<file path="config.mk">
export PLATFORM = sky130hd
export DESIGN_NAME = cyc_seq
export DESIGN_NICKNAME = d
export VERILOG_FILES = /design/src/rtl/cs_pkg.sv /design/src/rtl/cs_regs.sv /design/src/rtl/cs_core.sv /design/src/rtl/cs_window.sv /design/src/rtl/cyc_seq.sv
export SDC_FILE = /design/constraint.sdc
export NUM_CORES = 1
export LEC_CHECK = 0
export CORE_MARGIN = 10
export CORE_UTILIZATION = 55
export DETAILED_ROUTE_END_ITERATION = 8
export PLACE_DENSITY = 0.77
export SLEW_MARGIN = 20
export SYNTH_ARGS = -nofsm -noshare
export SYNTH_HDL_FRONTEND = slang
export SYNTH_SLANG_ARGS = --single-unit
</file>
<file path="constraint.sdc">
create_clock -name clk -period 7.4 [get_ports clk]
set_input_delay 2.22 -clock clk [delete_from_list [all_inputs] [get_ports clk]]
set_output_delay 2.22 -clock clk [all_outputs]
set_load 0.02 [all_outputs]
</file>
<file path="src/rtl/cs_pkg.sv">
package cs_pkg;
  localparam int ADDR_W   = 8;
  localparam int DATA_W   = 32;
  localparam int REASON_W = 14;

  localparam logic [REASON_W-1:0] TIMEOUT_CODE = 14'h3fff;

  // write map
  localparam logic [ADDR_W-1:0] WA_CFG      = 8'h00;
  localparam logic [ADDR_W-1:0] WA_CYCLE    = 8'h01;
  localparam logic [ADDR_W-1:0] WA_RUN      = 8'h02;
  localparam logic [ADDR_W-1:0] WA_WIN_BASE = 8'h10;

  // read map
  localparam logic [ADDR_W-1:0] RA_STATUS = 8'h00;
  localparam logic [ADDR_W-1:0] RA_NCYC   = 8'h01;
  localparam logic [ADDR_W-1:0] RA_REMAIN = 8'h02;
  localparam logic [ADDR_W-1:0] RA_CFG    = 8'h03;

  // window word layout
  localparam int WIN_START_LSB = 0;
  localparam int WIN_STOP_LSB  = 16;

  typedef struct packed {
    logic standalone;  // bit 2
    logic master;      // bit 1
    logic en;          // bit 0
  } cfg_t;
endpackage

</file>
<file path="src/rtl/cs_regs.sv">
module cs_regs
  import cs_pkg::*;
#(
  parameter int NOUT   = 4,
  parameter int TIME_W = 16,
  parameter int DUR_W  = 32
) (
  input  logic                         clk,
  input  logic                         rst_n,
  input  logic                         wr_en,
  input  logic [ADDR_W-1:0]            wr_addr,
  input  logic [DATA_W-1:0]            wr_data,
  output cfg_t                         cfg,
  output logic [TIME_W-1:0]            cyc_len,
  output logic [NOUT-1:0][TIME_W-1:0]  win_start,
  output logic [NOUT-1:0][TIME_W-1:0]  win_stop,
  output logic                         run_go,
  output logic [DUR_W-1:0]             run_dur
);
  always_ff @(posedge clk or negedge rst_n) begin
    if (!rst_n) begin
      cfg     <= '0;
      cyc_len <= '0;
    end else if (wr_en) begin
      if (wr_addr == WA_CFG)   cfg     <= cfg_t'(wr_data[2:0]);
      if (wr_addr == WA_CYCLE) cyc_len <= wr_data[TIME_W-1:0];
    end
  end

  for (genvar i = 0; i < NOUT; i++) begin : g_win
    localparam logic [ADDR_W-1:0] MY_ADDR = WA_WIN_BASE + ADDR_W'(i);
    logic [TIME_W-1:0] start_q, stop_q;

    always_ff @(posedge clk or negedge rst_n) begin
      if (!rst_n) begin
        start_q <= '0;
        stop_q  <= '0;
      end else if (wr_en && wr_addr == MY_ADDR) begin
        start_q <= wr_data[WIN_START_LSB +: TIME_W];
        stop_q  <= wr_data[WIN_STOP_LSB +: TIME_W];
      end
    end

    assign win_start[i] = start_q;
    assign win_stop[i]  = stop_q;
  end

  assign run_go  = wr_en && (wr_addr == WA_RUN);
  assign run_dur = wr_data[DUR_W-1:0];
endmodule

</file>
<file path="src/rtl/cs_core.sv">
module cs_core
  import cs_pkg::*;
#(
  parameter int TIME_W = 16,
  parameter int DUR_W  = 32,
  parameter int CNT_W  = 32,
  parameter int TS_W   = 32
) (
  input  logic                clk,
  input  logic                rst_n,
  input  logic                en,
  input  logic [TIME_W-1:0]   cyc_len,
  input  logic                run_go,
  input  logic [DUR_W-1:0]    run_dur,
  input  logic                herald_hit,
  input  logic [REASON_W-1:0] herald_match,
  input  logic                res_ready,
  output logic                running,
  output logic [TIME_W-1:0]   pos,
  output logic [CNT_W-1:0]    ncyc,
  output logic [DUR_W-1:0]    remain,
  output logic                flag_ok,
  output logic                flag_to,
  output logic                res_valid,
  output logic [TS_W-1:0]     res_time,
  output logic [REASON_W-1:0] res_reason
);
  logic [TS_W-1:0]   tick;
  logic [TIME_W-1:0] len_eff;
  logic [TIME_W:0]   pos_inc;
  logic              wrap, start, end_ok, end_to, finish;

  assign len_eff = (cyc_len == '0) ? TIME_W'(1) : cyc_len;
  assign pos_inc = {1'b0, pos} + (TIME_W+1)'(1);
  assign wrap    = pos_inc >= {1'b0, len_eff};
  assign start   = run_go && en && !running && !res_valid;
  assign end_ok  = running && herald_hit;
  assign end_to  = running && !herald_hit && (remain <= DUR_W'(1));
  assign finish  = end_ok || end_to;

  always_ff @(posedge clk or negedge rst_n) begin
    if (!rst_n) tick <= '0;
    else        tick <= tick + TS_W'(1);
  end

  always_ff @(posedge clk or negedge rst_n) begin
    if (!rst_n) begin
      running    <= 1'b0;
      pos        <= '0;
      ncyc       <= '0;
      remain     <= '0;
      flag_ok    <= 1'b0;
      flag_to    <= 1'b0;
      res_valid  <= 1'b0;
      res_time   <= '0;
      res_reason <= '0;
    end else begin
      if (start) begin
        running <= 1'b1;
        pos     <= '0;
        ncyc    <= '0;
        remain  <= run_dur;
        flag_ok <= 1'b0;
        flag_to <= 1'b0;
      end else if (running) begin
        remain <= (remain == '0) ? '0 : remain - DUR_W'(1);
        if (finish) begin
          running    <= 1'b0;
          pos        <= '0;
          res_valid  <= 1'b1;
          res_time   <= tick;
          res_reason <= end_ok ? herald_match : TIMEOUT_CODE;
          flag_ok    <= end_ok;
          flag_to    <= end_to;
        end else begin
          pos <= wrap ? '0 : pos_inc[TIME_W-1:0];
          if (wrap) ncyc <= ncyc + CNT_W'(1);
        end
      end
      if (res_valid && res_ready) res_valid <= 1'b0;
    end
  end
endmodule

</file>
<file path="src/rtl/cs_window.sv">
module cs_window #(
  parameter int TIME_W = 16
) (
  input  logic [TIME_W-1:0] pos,
  input  logic [TIME_W-1:0] start_t,
  input  logic [TIME_W-1:0] stop_t,
  input  logic              active,
  output logic              lit
);
  // positions never reach the cycle length, so clipping falls out of the compare
  assign lit = active && (pos >= start_t) && (pos < stop_t);
endmodule

</file>
<file path="src/rtl/cyc_seq.sv">
module cyc_seq
  import cs_pkg::*;
#(
  parameter int NOUT   = 4,
  parameter int TIME_W = 16,
  parameter int DUR_W  = 32,
  parameter int CNT_W  = 32,
  parameter int TS_W   = 32
) (
  input  logic                clk,
  input  logic                rst_n,
  input  logic                wr_en,
  input  logic [ADDR_W-1:0]   wr_addr,
  input  logic [DATA_W-1:0]   wr_data,
  input  logic [ADDR_W-1:0]   rd_addr,
  output logic [DATA_W-1:0]   rd_data,
  input  logic                herald_hit,
  input  logic [REASON_W-1:0] herald_match,
  output logic [NOUT-1:0]     out_lines,
  output logic                res_valid,
  input  logic                res_ready,
  output logic [TS_W-1:0]     res_time,
  output logic [REASON_W-1:0] res_reason
);
  cfg_t                        cfg_q;
  logic                        cfg_en;
  logic [TIME_W-1:0]           cyc_len;
  logic [NOUT-1:0][TIME_W-1:0] win_start, win_stop;
  logic                        run_go;
  logic [DUR_W-1:0]            run_dur;
  logic                        core_running, flag_ok, flag_to, ready;
  logic [TIME_W-1:0]           core_pos;
  logic [CNT_W-1:0]            core_ncyc;
  logic [DUR_W-1:0]            core_remain;

  cs_regs #(.NOUT(NOUT), .TIME_W(TIME_W), .DUR_W(DUR_W)) u_regs (
    .clk(clk), .rst_n(rst_n), .wr_en(wr_en), .wr_addr(wr_addr), .wr_data(wr_data),
    .cfg(cfg_q), .cyc_len(cyc_len), .win_start(win_start), .win_stop(win_stop),
    .run_go(run_go), .run_dur(run_dur)
  );

  assign cfg_en = cfg_q.en;

  cs_core #(.TIME_W(TIME_W), .DUR_W(DUR_W), .CNT_W(CNT_W), .TS_W(TS_W)) u_core (
    .clk(clk), .rst_n(rst_n), .en(cfg_en), .cyc_len(cyc_len),
    .run_go(run_go), .run_dur(run_dur),
    .herald_hit(herald_hit), .herald_match(herald_match), .res_ready(res_ready),
    .running(core_running), .pos(core_pos), .ncyc(core_ncyc), .remain(core_remain),
    .flag_ok(flag_ok), .flag_to(flag_to),
    .res_valid(res_valid), .res_time(res_time), .res_reason(res_reason)
  );

  for (genvar i = 0; i < NOUT; i++) begin : g_out
    cs_window #(.TIME_W(TIME_W)) u_win (
      .pos(core_pos), .start_t(win_start[i]), .stop_t(win_stop[i]),
      .active(core_running && cfg_en), .lit(out_lines[i])
    );
  end

  assign ready = cfg_en && !core_running && !res_valid;

  always_comb begin
    case (rd_addr)
      RA_STATUS: rd_data = {{(DATA_W-3){1'b0}}, flag_to, flag_ok, ready};
      RA_NCYC:   rd_data = DATA_W'(core_ncyc);
      RA_REMAIN: rd_data = DATA_W'(core_remain);
      RA_CFG:    rd_data = {{(DATA_W-3){1'b0}}, cfg_q};
      default:   rd_data = '0;
    endcase
  end
endmodule

</file>
[Word level (Yosys, flattened, before mapping)]
Index checks and enable logic that the tools add are counted.
Word-level totals
  register bits: 309
  output and inout port bits: 83
  logic and storage cells: 117
Operators by class
  add/subtract/negate cells: 4
  order comparisons: 10
  eq/ne operators: 11
  multiplexer cells: 27
  bitwise operators: 1
  reductions and logical operators: 42
Operators with widths (number)
  $mux W32: 7
  $pmux W32 S4: 1
  $mux W16: 5
  $add A32 B1 Y32 const B: 2
  $ge A16 B16 Y1: 4
  $lt A16 B16 Y1: 4
  $eq A8 B5 Y1 const B: 4
  $le A32 B1 Y1 const B: 1
  $logic_not A32 Y1: 1
  $sub A32 B1 Y32 const B: 1
  $eq A8 B2 Y1 const B: 3
  $logic_and A1 B1 Y1: 23
  $add A16 B1 Y17 const B: 1
  $ge A17 B16 Y1: 1
  $eq A8 B1 Y1 const B: 2
  $logic_not A16 Y1: 1
  $logic_not A8 Y1: 2
  $mux W14: 1
  $mux W1: 13
  $reduce_bool A2 Y1: 5
  $reduce_and A3 Y1: 3
  $reduce_and A2 Y1: 3
  $logic_not A1 Y1: 3
  $ne A2 B1 Y1 const B: 1
  other kinds (3): 3

[Depth between registers and ports, before layout]
  word-level depth: 8
  depth in mapped cells: 15
  depth with buffers taken out: 12

[Modules after synthesis]
Synthesis repeated with hierarchy kept, for this count alone.
Second synthesis, totals
  cells, all modules: 1761
  area, all modules: 17794.6 µm²
By module, submodules not included
  cs_core: instances 1, cells each 896, area an instance 8470.6 µm², sequential area each 4053.9 µm²
  cs_regs: instances 1, cells each 351, area an instance 5740.5 µm², sequential area each 3678.5 µm²
  cs_window: instances 4, cells each 108, area an instance 763.2 µm², sequential area each 0.0 µm²
  cyc_seq: instances 1, cells each 82, area an instance 530.5 µm², sequential area each 0.0 µm²

[Worst setup path before layout]
Ideal clock, no wire load.
  path type: input to output
  start point: input rd_addr[5]
  end point: output rd_data[21]
  arrival: 3.793 ns
  slack: 1.387 ns
  stages on the path: 6
  path buffers: 2
  path through: nor4_1 -> nand2_1 -> nor3b_1 -> clkbuf_1 -> clkbuf_1 -> a22o_1
Between the ends
  longest elaborated chain between the ends: 2
Ends and longest elaborated chain
  start, declared: RTL line cyc_seq.sv:15  | input logic [ADDR_W-1:0] rd_addr,
  $eq A8 B2 Y1 (tied with other cells): RTL line cyc_seq.sv:63  | case (rd_addr)
  $pmux W32 S4 *: RTL line cyc_seq.sv:63
  end, declared: RTL line cyc_seq.sv:16  | output logic [DATA_W-1:0] rd_data,
Mark *: on every way between the ends. The rest lies on a longest branch, timed or not.

[Final worst setup path]
  start point: input rd_addr[5]
  end point: output rd_data[20]
Same word-level chain as after synthesis.

==> impl_metrics.py <==
metrics = {
    "status": {
        "status": "finished clean",
    },
    "critical_path": {
        "cp_slowest_cell": "clkdlybuf4s50_1",
        "crit_cells": 7,
        "cp_common_cell": "clkdlybuf4s50_1",
        "crit_type": "input pin to output pin",
        "worstPathCellList": "clkdlybuf4s50_1, nor4_1, nand2_1, nor3b_2, buf_4, a22o_1, clkdlybuf4s50_1",
        "critical_path_buf_inv_count": 3,
        "crit_family": "buffers and inverters",
        "crit_path_end_kind": "output pin",
        "crit_required_ns": 5.18,
        "r2r_cells": 13,
        "path_max_fanout": 29,
        "cp.arrival_ns": 4.62,
        "cpPeakStageDelay_ns": 0.62,
        "cp-start-kind": "input pin",
    },
    "synth": {
        "synthCells": 1711,
        "yosysWarningCount": 0,
        "ys_types": 71,
        "yosysMostFrequentCell": "dfrtp_1",
        "syn_nets": 1924,
        "seq_area_frac_synth_pct": 44.91,
        "ys.flop_type": "dfrtp_1",
        "yosysTopAreaCell": "dfrtp_1",
        "ys_ff_latch": 309,
        "async_flop_share_pct": 100.0,
        "synth_edf_count": 0,
        "synthTopCellsByArea": "dfrtp_1, ha_1, mux2_2, nand2_1, o21ai_0",
        "synthTopCellsByCount": "dfrtp_1, nand2_1, inv_1",
        "synth.avg_cell_area_sq_um": 10.06,
        "synth_top_area_share_pct": 44.91,
        "synth_area_sq_um": 17220,
    },
    "cts": {
        "cts_buffers": 34,
        "cts_hold_buffers": 0,
        "cts-resized-gates": 0,
        "cts_tree": "done",
        "ctsRootBufferMaster": "clkbuf_16",
        "cts.clk_slew.worst_paths_ns": 0.06,
        "htree_levels": 2,
        "cts_max_path_buffers": 3,
        "post-cts-setup-buffers": 0,
        "numClockSinks": 309,
        "worstSkewPairLatency_ns": 0.53,
    },
    "grt": {
        "antenna_found_initial": 1,
        "grt_use_total_pct": 23.95,
        "grt_overflow_total": 0,
        "grt_pass1_wl_um": 75040,
        "grt_pass1_vias": 13820,
        "grt_max_degree": 148,
    },
    "finish": {
        "syn2layout_area_growth_pct": 17.38,
        "fin_util_pct": 65.73,
        "final_nets": 2057,
        "drive_gt1_share_pct": 10.22,
        "diodes": 0,
        "instances_no_fill": 2264,
    },
    "power_and_ir_drop": {
        "power.switching_w": 0.0009334,
        "p_int_w": 0.002934,
        "p_leak_nw": 9.603,
        "p_comb_share_pct": 8.8,
        "vdd_drop_max_uv": 150.6,
        "powerDensity_nw_per_um2": 191.4,
        "pwr-share-clk_pct": 45.2,
        "seq_power_share_pct": 46.0,
        "p_sw_share_pct": 24.13,
        "finalPower_w": 0.003868,
    },
    "routing": {
        "dr.pass1.iters": 5,
        "drtAntennaViolNets": 0,
        "wl_um": 46590,
        "via_count": 13530,
        "post-route-drc-count": 0,
        "avgViaCountPerCell": 5.975,
        "routedWlPerCell_um": 20.58,
        "drt_iter0_drc": 966,
    },
    "place": {
        "dp_cells": 2204,
        "dp_hpwl_um": 32860,
        "place_ws_ns": 0.5858,
        "portBuffers": 149,
        "gp_congestion": 0.8777,
    },
    "sta": {
        "layout_setup_ws_ns": 0.5578,
        "max_freq_mhz": 146.2,
        "slew_viol_final": 0,
        "tightest_slew_ns": 1.026,
        "layout_min_cycle_time_ns": 6.842,
        "slew_headroom_pct": 31.43,
        "finClkSkew_ns": 0.02881,
        "fin_tns_setup_ns": 0,
        "hold_viol": 0,
        "setup-violations-final": 0,
        "rsz0062_at_grt": "no",
        "final.period_utilization_pct": 92.46,
    },
    "floorplan": {
        "fp.coreArea_sq_um": 30750,
        "die_h_um": 196.9,
        "start_util_pct": 55.99,
        "ioPinCount": 150,
        "fp.dieW_um": 196.9,
        "die_area_sq_um": 38780,
        "num_rows": 64,
    },
    "flow_run": {
        "drv_cap": 0,
    },
    "hold_path": {
        "hold_path_class": "register to register",
        "hold_path_depth": 1,
    },
}
## layout make-up
cell class | instances | area (sq um)
Fill cell | 2463 | 10540
Multi-Input combinational cell | 1183 | 8623
Sequential cell | 309 | 7732
Timing Repair Buffer | 166 | 1637
Clock buffer | 51 | 1046
Inverter | 150 | 563.0
Tap cell | 396 | 495.5
Clock inverter | 9 | 113.9
## power by group through the flow
stage / registers [W] / clock network (W) / logic (W)
floorplan: 0.00180 / 0 / 0.000179
global placement: 0.00181 / 0 / 0.000323
detailed placement: 0.00181 / 0 / 0.000336
CTS: 0.00178 / 0.00177 / 0.000342
global route: 0.00178 / 0.00183 / 0.000378
finish: 0.00178 / 0.00175 / 0.000342
## metrics by stage
stage                     instance area (sq um)  hold WS (ns)
after CTS                                 20210        0.4784
after global routing                      20210        0.5012
final                                     20210        0.4758
after global placement                    19050        0.4584
after floorplan                           17220        0.4454
after detailed placement                  19050        0.4643
## metal layers
metal  vias up  global-route usage, %  wire length (um)
met2       399                  40.62             22780
li1       6350                      -                 -
met4         2                  8.431              1397
met1      6676                  29.59             19300
met3       100                  5.264              3098
met5         -                      0                10
## placed cells by master, fill, tap and decap left out, types with 35 or more instances in the layout
master	Yosys	routed
a21oi_1	37	37
clkbuf_16	0	35
clkdlybuf4s50_1	0	148
dfrtp_1	309	309
ha_1	146	146
inv_1	150	150
mux2_2	85	85
nand2_1	255	255
nand3_1	46	46
nor2_1	46	46
nor3_1	36	36
o21ai_0	123	123
## final timing paths
kind,slack [ns],end,start
max in group asynchronous,4.43,u_core.ncyc[12],rst_n
worst max register to register,2.53,u_core.ncyc[4],u_core.pos[8]
min in group asynchronous,1.70,u_regs.g_win[2].stop_q[8],rst_n
worst max-delay path,0.56,rd_data[20],rd_addr[5]
worst min-delay path,0.48,u_core.tick[31],u_core.tick[31]
worst min register to register,0.48,u_core.tick[31],u_core.tick[31]
## cells by family after synthesis
logic type	share of synthesized area [%]
simple gates	16.10
compound gates	12.99
flops	44.91
buf+inv	5.152
fa+ha+maj	10.61
mux	7.696
xor+xnor	2.543
## state kept, by name, summed over array words and instances (netlist names)
name                  count
u_core.tick              32
u_core.pos               16
u_regs.cyc_len           16
u_core.flag_ok            1
u_core.res_reason        14
u_regs.g_win.stop_q      64
u_core.running            1
u_regs.g_win.start_q     64
u_regs.cfg                3
u_core.res_time          32
u_core.remain            32
u_core.res_valid          1
u_core.flag_to            1
u_core.ncyc              32
No activity file was read; power rests on OpenSTA's default activity.
